**src/rtl/mc_pkg.sv**
```systemverilog
package mc_pkg;
  typedef enum logic [2:0] {
    ST_FETCH  = 3'd0,
    ST_DECODE = 3'd1,
    ST_EXEC   = 3'd2,
    ST_MEM    = 3'd3,
    ST_WB     = 3'd4
  } state_e;

  typedef enum logic [2:0] {
    ALU_ADD, ALU_SUB, ALU_AND, ALU_OR, ALU_SLT
  } alu_op_e;

  typedef enum logic [1:0] {
    SRCB_REG, SRCB_FOUR, SRCB_IMM, SRCB_BOFS
  } srcb_e;

  localparam int ILEN   = 32;
  localparam int OP_LSB = 26;
  localparam int RS_LSB = 21;
  localparam int RT_LSB = 16;
  localparam int RD_LSB = 11;
  localparam int IMM_W  = 16;
  localparam int FN_W   = 6;

  localparam logic [5:0] OP_RTYPE = 6'h00;
  localparam logic [5:0] OP_BEQ   = 6'h04;
  localparam logic [5:0] OP_LW    = 6'h23;
  localparam logic [5:0] OP_SW    = 6'h2b;

  localparam logic [5:0] FN_ADD = 6'h20;
  localparam logic [5:0] FN_SUB = 6'h22;
  localparam logic [5:0] FN_AND = 6'h24;
  localparam logic [5:0] FN_OR  = 6'h25;
  localparam logic [5:0] FN_SLT = 6'h2a;

  typedef struct packed {
    logic    ir_we;
    logic    pc_we;           // unconditional PC write
    logic    pc_we_zero;      // PC write qualified by ALU zero
    logic    pc_from_aluout;
    logic    ab_we;
    logic    aluout_we;
    logic    mdr_we;
    logic    rf_we;
    logic    rf_dst_rd;
    logic    rf_from_mdr;
    logic    mem_we;
    logic    mem_from_aluout;
    logic    srca_reg;
    srcb_e   srcb;
    alu_op_e alu_op;
    logic    retire;
  } ctrl_t;
endpackage

```
**src/rtl/mc_alu.sv**
```systemverilog
module mc_alu
  import mc_pkg::*;
#(
  parameter int XLEN = 32
) (
  input  logic [XLEN-1:0] a_i,
  input  logic [XLEN-1:0] b_i,
  input  alu_op_e         op_i,
  output logic [XLEN-1:0] y_o,
  output logic            zero_o
);
  always_comb begin
    case (op_i)
      ALU_SUB: y_o = a_i - b_i;
      ALU_AND: y_o = a_i & b_i;
      ALU_OR:  y_o = a_i | b_i;
      ALU_SLT: y_o = {{(XLEN-1){1'b0}}, ($signed(a_i) < $signed(b_i))};
      default: y_o = a_i + b_i;
    endcase
  end

  assign zero_o = (y_o == '0);
endmodule

```
**src/rtl/mc_regfile.sv**
```systemverilog
module mc_regfile #(
  parameter int XLEN   = 32,
  parameter int REG_AW = 5
) (
  input  logic              clk_i,
  input  logic              rst_ni,
  input  logic [REG_AW-1:0] ra1_i,
  input  logic [REG_AW-1:0] ra2_i,
  output logic [XLEN-1:0]   rd1_o,
  output logic [XLEN-1:0]   rd2_o,
  input  logic              we_i,
  input  logic [REG_AW-1:0] wa_i,
  input  logic [XLEN-1:0]   wd_i
);
  localparam int NREG = 1 << REG_AW;

  logic [XLEN-1:0] regs_q [NREG];

  always_ff @(posedge clk_i or negedge rst_ni) begin
    if (!rst_ni) begin
      for (int i = 0; i < NREG; i++) regs_q[i] <= '0;
    end else if (we_i && (wa_i != '0)) begin
      regs_q[wa_i] <= wd_i;
    end
  end

  // register 0 is hardwired to zero
  assign rd1_o = (ra1_i == '0) ? '0 : regs_q[ra1_i];
  assign rd2_o = (ra2_i == '0) ? '0 : regs_q[ra2_i];
endmodule

```
**src/rtl/mc_ctrl.sv**
```systemverilog
module mc_ctrl
  import mc_pkg::*;
(
  input  logic            clk_i,
  input  logic            rst_ni,
  input  logic [5:0]      opcode_i,
  input  logic [FN_W-1:0] funct_i,
  output state_e          state_o,
  output ctrl_t           ctrl_o
);
  state_e  state_q, state_d;
  alu_op_e fn_op;

  always_comb begin
    case (funct_i)
      FN_SUB:  fn_op = ALU_SUB;
      FN_AND:  fn_op = ALU_AND;
      FN_OR:   fn_op = ALU_OR;
      FN_SLT:  fn_op = ALU_SLT;
      default: fn_op = ALU_ADD;
    endcase
  end

  always_comb begin
    ctrl_o        = '0;
    ctrl_o.srcb   = SRCB_REG;
    ctrl_o.alu_op = ALU_ADD;
    state_d       = state_q;
    case (state_q)
      ST_FETCH: begin
        ctrl_o.ir_we = 1'b1;
        ctrl_o.pc_we = 1'b1;
        ctrl_o.srcb  = SRCB_FOUR;
        state_d      = ST_DECODE;
      end
      ST_DECODE: begin
        // branch target computed for every class
        ctrl_o.ab_we     = 1'b1;
        ctrl_o.aluout_we = 1'b1;
        ctrl_o.srcb      = SRCB_BOFS;
        state_d          = ST_EXEC;
      end
      ST_EXEC: begin
        case (opcode_i)
          OP_LW, OP_SW: begin
            ctrl_o.srca_reg  = 1'b1;
            ctrl_o.srcb      = SRCB_IMM;
            ctrl_o.aluout_we = 1'b1;
            state_d          = ST_MEM;
          end
          OP_RTYPE: begin
            ctrl_o.srca_reg  = 1'b1;
            ctrl_o.alu_op    = fn_op;
            ctrl_o.aluout_we = 1'b1;
            state_d          = ST_MEM;
          end
          OP_BEQ: begin
            ctrl_o.srca_reg       = 1'b1;
            ctrl_o.alu_op         = ALU_SUB;
            ctrl_o.pc_we_zero     = 1'b1;
            ctrl_o.pc_from_aluout = 1'b1;
            ctrl_o.retire         = 1'b1;
            state_d               = ST_FETCH;
          end
          default: begin
            ctrl_o.retire = 1'b1;
            state_d       = ST_FETCH;
          end
        endcase
      end
      ST_MEM: begin
        case (opcode_i)
          OP_LW: begin
            ctrl_o.mem_from_aluout = 1'b1;
            ctrl_o.mdr_we          = 1'b1;
            state_d                = ST_WB;
          end
          OP_SW: begin
            ctrl_o.mem_from_aluout = 1'b1;
            ctrl_o.mem_we          = 1'b1;
            ctrl_o.retire          = 1'b1;
            state_d                = ST_FETCH;
          end
          default: begin
            ctrl_o.rf_we     = 1'b1;
            ctrl_o.rf_dst_rd = 1'b1;
            ctrl_o.retire    = 1'b1;
            state_d          = ST_FETCH;
          end
        endcase
      end
      ST_WB: begin
        ctrl_o.rf_we       = 1'b1;
        ctrl_o.rf_from_mdr = 1'b1;
        ctrl_o.retire      = 1'b1;
        state_d            = ST_FETCH;
      end
      default: state_d = ST_FETCH;
    endcase
  end

  always_ff @(posedge clk_i or negedge rst_ni) begin
    if (!rst_ni) state_q <= ST_FETCH;
    else         state_q <= state_d;
  end

  assign state_o = state_q;
endmodule

```
**src/rtl/mc_core.sv**
```systemverilog
module mc_core
  import mc_pkg::*;
#(
  parameter int XLEN   = 32,
  parameter int REG_AW = 5
) (
  input  logic            clk_i,
  input  logic            rst_ni,
  output logic [XLEN-1:0] mem_addr_o,
  output logic            mem_we_o,
  output logic [XLEN-1:0] mem_wdata_o,
  input  logic [XLEN-1:0] mem_rdata_i,
  output logic [2:0]      state_o,
  output logic            retire_o
);
  localparam int SX_W = XLEN - IMM_W;

  state_e            state;
  ctrl_t             c;
  logic [ILEN-1:0]   ir_q;
  logic [XLEN-1:0]   pc_q, a_q, b_q, aluout_q, mdr_q;
  logic [XLEN-1:0]   rf_rd1, rf_rd2, rf_wd;
  logic [REG_AW-1:0] rs, rt, rd, rf_wa;
  logic [XLEN-1:0]   imm_sx, br_ofs;
  logic [XLEN-1:0]   alu_a, alu_b, alu_y;
  logic              alu_zero, pc_en;

  assign rs     = ir_q[RS_LSB +: REG_AW];
  assign rt     = ir_q[RT_LSB +: REG_AW];
  assign rd     = ir_q[RD_LSB +: REG_AW];
  assign imm_sx = {{SX_W{ir_q[IMM_W-1]}}, ir_q[IMM_W-1:0]};
  assign br_ofs = {imm_sx[XLEN-3:0], 2'b00};

  mc_ctrl i_ctrl (
    .clk_i    (clk_i),
    .rst_ni   (rst_ni),
    .opcode_i (ir_q[ILEN-1:OP_LSB]),
    .funct_i  (ir_q[FN_W-1:0]),
    .state_o  (state),
    .ctrl_o   (c)
  );

  assign alu_a = c.srca_reg ? a_q : pc_q;

  always_comb begin
    case (c.srcb)
      SRCB_FOUR: alu_b = XLEN'(4);
      SRCB_IMM:  alu_b = imm_sx;
      SRCB_BOFS: alu_b = br_ofs;
      default:   alu_b = b_q;
    endcase
  end

  mc_alu #(.XLEN(XLEN)) i_alu (
    .a_i    (alu_a),
    .b_i    (alu_b),
    .op_i   (c.alu_op),
    .y_o    (alu_y),
    .zero_o (alu_zero)
  );

  assign rf_wa = c.rf_dst_rd ? rd : rt;
  assign rf_wd = c.rf_from_mdr ? mdr_q : aluout_q;

  mc_regfile #(.XLEN(XLEN), .REG_AW(REG_AW)) i_regfile (
    .clk_i  (clk_i),
    .rst_ni (rst_ni),
    .ra1_i  (rs),
    .ra2_i  (rt),
    .rd1_o  (rf_rd1),
    .rd2_o  (rf_rd2),
    .we_i   (c.rf_we),
    .wa_i   (rf_wa),
    .wd_i   (rf_wd)
  );

  assign pc_en = c.pc_we | (c.pc_we_zero & alu_zero);

  always_ff @(posedge clk_i or negedge rst_ni) begin
    if (!rst_ni) begin
      pc_q     <= '0;
      ir_q     <= '0;
      a_q      <= '0;
      b_q      <= '0;
      aluout_q <= '0;
      mdr_q    <= '0;
    end else begin
      if (pc_en)       pc_q     <= c.pc_from_aluout ? aluout_q : alu_y;
      if (c.ir_we)     ir_q     <= mem_rdata_i[ILEN-1:0];
      if (c.ab_we)     a_q      <= rf_rd1;
      if (c.ab_we)     b_q      <= rf_rd2;
      if (c.aluout_we) aluout_q <= alu_y;
      if (c.mdr_we)    mdr_q    <= mem_rdata_i;
    end
  end

  assign mem_addr_o  = c.mem_from_aluout ? aluout_q : pc_q;
  assign mem_we_o    = c.mem_we;
  assign mem_wdata_o = b_q;
  assign state_o     = state;
  assign retire_o    = c.retire;
endmodule

```
**config.mk**
```make
export PLATFORM = sky130hd
export DESIGN_NAME = mc_core
export DESIGN_NICKNAME = d
export VERILOG_FILES = /design/src/rtl/mc_pkg.sv /design/src/rtl/mc_alu.sv /design/src/rtl/mc_regfile.sv /design/src/rtl/mc_ctrl.sv /design/src/rtl/mc_core.sv
export SDC_FILE = /design/constraint.sdc
export NUM_CORES = 2
export LEC_CHECK = 0
export BUFFER_PORTS_ARGS = -buffer_cell sky130_fd_sc_hd__buf_2
export CAP_MARGIN = 25
export CORE_MARGIN = 2
export CORE_UTILIZATION = 41
export DETAILED_ROUTE_END_ITERATION = 6
export GPL_TIMING_DRIVEN = 0
export PLACE_DENSITY = 0.58
export REMOVE_ABC_BUFFERS = 1
export SLEW_MARGIN = 10
export SYNTH_ARGS = -nofsm -noshare
export SYNTH_HDL_FRONTEND = slang
export SYNTH_HIERARCHICAL = 1
export SYNTH_SLANG_ARGS = --single-unit
export TNS_END_PERCENT = 30
```
**constraint.sdc**
```tcl
create_clock -name clk_i -period 10.2 [get_ports clk_i]
set_input_delay 0 -clock clk_i [delete_from_list [all_inputs] [get_ports clk_i]]
set_output_delay 0 -clock clk_i [all_outputs]
set_load 0.01 [all_outputs]
```
-- Word-level counts from Yosys, hierarchy flattened
Cells that the tools add are included.
- flip-flop bits (word level): 1219
- input bits: 34
- output and inout port bits: 69
- word-level logic and storage cells: 128
- $add $sub $neg: 2
- order comparisons: 5
- equality and inequality tests: 18
- multiplexer cells: 46
- bitwise operators: 7
- reduce and logical (&&, ||, !) cells: 11
- operators with widths (operator ; number):
    $bwmux 1024 ; 1
    $mux 32 ; 11
    $bmux 32 s5 ; 2
    $demux 32 s5 ; 1
    $pmux 32 s4 ; 1
    $pmux 32 s3 ; 1
    $eq 6x6->1 const B ; 6
    $add 32x32->32 ; 1
    $and 32x32->32 ; 1
    $logic_not 32->1 ; 1
    $lt 32x32->1 ; 1
    $or 32x32->32 ; 1
    $sub 32x32->32 ; 1
    $pmux 3 s4 ; 2
    $ge 6x6->1 const B ; 3
    $not 5->6 ; 3
    $mux 2 ; 7
    $eq 3x2->1 const B ; 4
    $mux 1 ; 12
    $logic_not 5->1 ; 2
    $eq 3x1->1 const B ; 2
    $eq 3x3->1 const B ; 2
    $eq 6x3->1 const B ; 1
    $logic_not 6->1 ; 1
    other kinds (17) ; 21

-- Longest topological paths before layout
- word-level depth: 11
- gate-level depth with buffers: 26
- mapped depth without buffers: 20

-- Cells and area by module
The synthesis kept the hierarchy.
- modules (own cells, without submodules) (module ; instances ; cells an instance ; area each (µm²)):
    mc_regfile ; 1 ; 3619 ; 54382.2
    mc_core ; 1 ; 617 ; 9300.2
    mc_alu ; 1 ; 840 ; 5591.6
    mc_ctrl ; 1 ; 52 ; 432.9

-- Worst setup path before layout
OpenSTA, ideal clock, no wires.
- path kind: register to register
- from: reg i_ctrl.state_q[0] (netlist: i_ctrl/state_o[0])
- to: reg pc_q[10]
- library setup time: 0.125 ns
- data arrival time: 4.998 ns
- required time: 10.075 ns
- path slack: 5.078 ns
- stages on the path, launching flop included: 25
- buffers on the path: 6
- clock period less this slack: 5.122 ns
- cell sequence: dfrtp_1 buf_6 or3b_4 a21oi_1 clkbuf_1 buf_2 mux2_2 inv_1 ha_1 buf_6 o21ba_1 or4_4 a21o_1 and2_1 buf_6 o21ai_2 a21boi_0 o31ai_1 nor4_1 and4_1 nand4_1 nor2_1 a21oi_2 buf_2 mux2_2
- RTL lines (what ; line ; RTL):
    start: declaration ; mc_ctrl.sv:11 ; state_e state_q, state_d;
    start signal: assignment ; mc_ctrl.sv:104 ; else state_q <= state_d;
    end signal: assignment ; mc_core.sv:88 ; if (pc_en) pc_q <= c.pc_from_aluout ? aluout_q : alu_y;
    end: declaration ; mc_core.sv:21 ; logic [XLEN-1:0] pc_q, a_q, b_q, aluout_q, mdr_q;

==> out/metrics.csv <==
metric,value,unit
status,"finished, final reports clean",
synth_ff_type,dfrtp_1,
crit_start,ir_q[28]$_DFFE_PN0P_,
core_area,169100,µm²
clockBufferDepth,3,
grt-ovfl-total,0,
path_cells,"nor2_1, nand4b_1, a21oi_4, nor2_4, buf_16, a22o_1, inv_1, ha_1, nor3_1, a21oi_1, a211o_1, a211oi_2, a211oi_2, nor4_1, o41ai_1, nor3b_1, nor4_2, or4_1, nor2_1, a21oi_4, buf_16, mux2_2",
whs,0.06616,ns
switching_share,42.11,%
hold_violations,0,
path_buf_inv,3,
p_sw,0.01138,W
slew_headroom,29.14,%
hpwl,160.1,mm
cp_top_family,compound AO/OA/AOI/OAI gates,
syn_inst,5128,
hold_buffers,35,
ir_worst_vdd,195.3,µV
internal-power,0.01564,W
async_flop_share,100.0,%
worstMarginPinSlew,1.060,ns
gp_congestion,0.9651,
clockRootBuffer,clkbuf_16,
fin_crit_sh,72.41,%
synth-seq-cells,1219,
yosysTopAreaCellShare,43.76,%
die_h,416.3,µm
vias_per_cell,6.408,
numCtsBuffers,140,
startpoint_type,register,
crit_path_max_incr_delay,0.82,ns
die-width,416.3,µm
fillers,14790,
fin_crit,7.386,ns
initial_core_util,41.22,%
row_count,151,
crit_arrival,8.04,ns
seqPwrFrac,29.9,%
postCtsSetupRepairBufs,0,
ios,103,
grt_max_degree,146,
route.detailed.drc,0,
track_usage,27.36,%
first_pass_iters,5,
clk_pin_slew,0.06,ns
regToRegStartpoint,ir_q[28]$_DFFE_PN0P_,
rsz0062_at_grt,false,
insertion_delay,0.79,ns
min-delay-start,mem_rdata_i[24],
final_cell_mix,"mux2_2, dfrtp_1, mux4_2",
clockPowerShare,19.0,%
synth_edf_count,0,
fmax,135.4,MHz
grt_pass1_vias,47550,
crit_slowest_cell,nor4_2,
route.final.wire_length,238.6,mm
power,0.02703,W
dieArea,173300,µm²
fin_nets,5146,
finalMaxSlewViolations,0,
yosysTopAreaCell,dfrtp_1,
antenna_found_initial,6,
power_frac_comb,51.2,%
num_vias,47070,
grt_pass1_wl,345.5,mm
cp_max_fo,20,
pwr_density_cell,341.6,nW/µm²
areaGrowthSynthToFinish,13.49,%
crit_required,10.85,ns
wl_per_cell,32.48,µm
fin_skew,0.03430,ns
yosysWarnings,6,
yosysSeqAreaShare,43.76,%
cts_tree,built,
syn_avg_cell_area,13.59,µm²
drive_gt1_share,46.69,%
cts.repair.resized,0,
drtAntennaViolNets,0,
crit_type,reg2reg,
end_kind,register,
maxCapViolations,0,
clock-sinks,1219,
final_common_cell,mux2_2,
synth_area,69710,µm²
hold_path.class,in2reg,
drt_iter0_drc,4225,
portBuffers,102,
synthTopCellsByArea,"dfrtp_1, mux2_2, mux4_2, mux2i_1, ha_1",
leakage,35.16,nW
htreeDepth,4,
synth_cell_type_count,104,
setup_viol,0,
final cells by class:
class / count / area [µm²] / share of cell area (%)
Tap cell: 2218 / 2775 / 3.508
Inverter: 110 / 422.9 / 0.5346
Sequential cell: 1219 / 30540 / 38.61
Antenna cell: 3 / 7.507 / 0.009490
Multi-Input combinational cell: 3260 / 36700 / 46.40
Clock buffer: 210 / 4158 / 5.256
Clock inverter: 43 / 503.0 / 0.6358
Timing Repair Buffer: 283 / 3998 / 5.053
routing by layer:
layer | part of all wire, % | vias to the layer above | track usage (%)
met4 | 4.6 | 6 | 11.60
met1 | 43 | 25400 | 37.67
met3 | 6.6 | 455 | 4.741
li1 | - | 19410 | -
met2 | 46 | 1806 | 42.73
met5 | 0.016 | - | 0
stage by stage:
stage                     worst slack [ns]  setup TNS (ns)  cells  util, %  area [µm²]
final                                2.814               0   7346    46.78       79110
after CTS                            2.970               0   7343    46.78       79100
after global placement              -18.73               -   6909    41.66       70450
after floorplan                     -1.205         -147.04   4589        -       67160
after detailed placement             3.004               0   7055    43.81       74070
after global routing                 2.607               0   7343    46.78       79100
path summary, 6_finish.rpt:
| path | to | slack, ns | cells after the start |
|---|---|---|---|
| max in group asynchronous | ir_q[20]$_DFFE_PN0P_ | 7.15 | 8 |
| worst max-delay path | pc_q[4]$_DFFE_PN0P_ | 2.81 | 22 |
| worst min register to register | i_regfile/regs_q[1022]$_DFFE_PN0P_ | 0.40 | 0 |
| min in group asynchronous | i_regfile/regs_q[85]$_DFFE_PN0P_ | 0.37 | 4 |
| worst min-delay path | ir_q[24]$_DFFE_PN0P_ | 0.07 | 3 |
| worst max register to register | pc_q[4]$_DFFE_PN0P_ | 2.81 | 22 |
worst min-delay path: cells and delay by family:
kind     cells  cell delay (ns)
buf+inv      2             0.67
mux          1             0.15
state kept, by name (all words and copies together), names as in the netlist:
name and flops:
mem_wdata_o 32, aluout_q 32, a_q 32, i_ctrl/state_o 3
i_regfile/regs_q 1024, ir_q 32, pc_q 32, mdr_q 32
logic make-up (layout without fill, tap and decap cells):
group,after synthesis,after routing,share of synthesized area (%)
xor gates and xnor gates,5,5,0.06282
muxes,1986,1986,39.23
other,0,3,0
buffers and inverters,649,646,4.240
and+or+nand+nor,437,437,3.392
DFF,1219,1219,43.76
AOI/OAI and AO/OA,733,733,7.521
adders and majority gates,99,99,1.795
power by group through the flow:
| stage | clock network [W] | logic [W] | registers [W] |
|---|---|---|---|
| floorplan | 0 | 0.00915 | 0.00806 |
| global placement | 0 | 0.0127 | 0.00903 |
| detailed placement | 0 | 0.0136 | 0.00811 |
| CTS | 0.00522 | 0.0137 | 0.00803 |
| global route | 0.00542 | 0.0146 | 0.00827 |
| finish | 0.00513 | 0.0138 | 0.00807 |
cell usage after synthesis (30+ instances only):
| cell type | instances |
|---|---|
| inv_1 | 106 |
| ha_1 | 96 |
| a311oi_1 | 67 |
| nor2b_1 | 83 |
| mux4_2 | 448 |
| a221oi_1 | 56 |
| nand2_1 | 101 |
| buf_4 | 45 |
| nor2_1 | 91 |
| mux2_1 | 46 |
| clkbuf_1 | 263 |
| mux2_2 | 1321 |
| dfrtp_1 | 1219 |
| buf_2 | 200 |
| a22oi_1 | 69 |
| a21oi_1 | 74 |
| mux2_4 | 30 |
| mux2i_1 | 141 |
| a211oi_1 | 79 |
| o21ai_0 | 172 |
No activity file was read; power rests on OpenSTA's default activity.
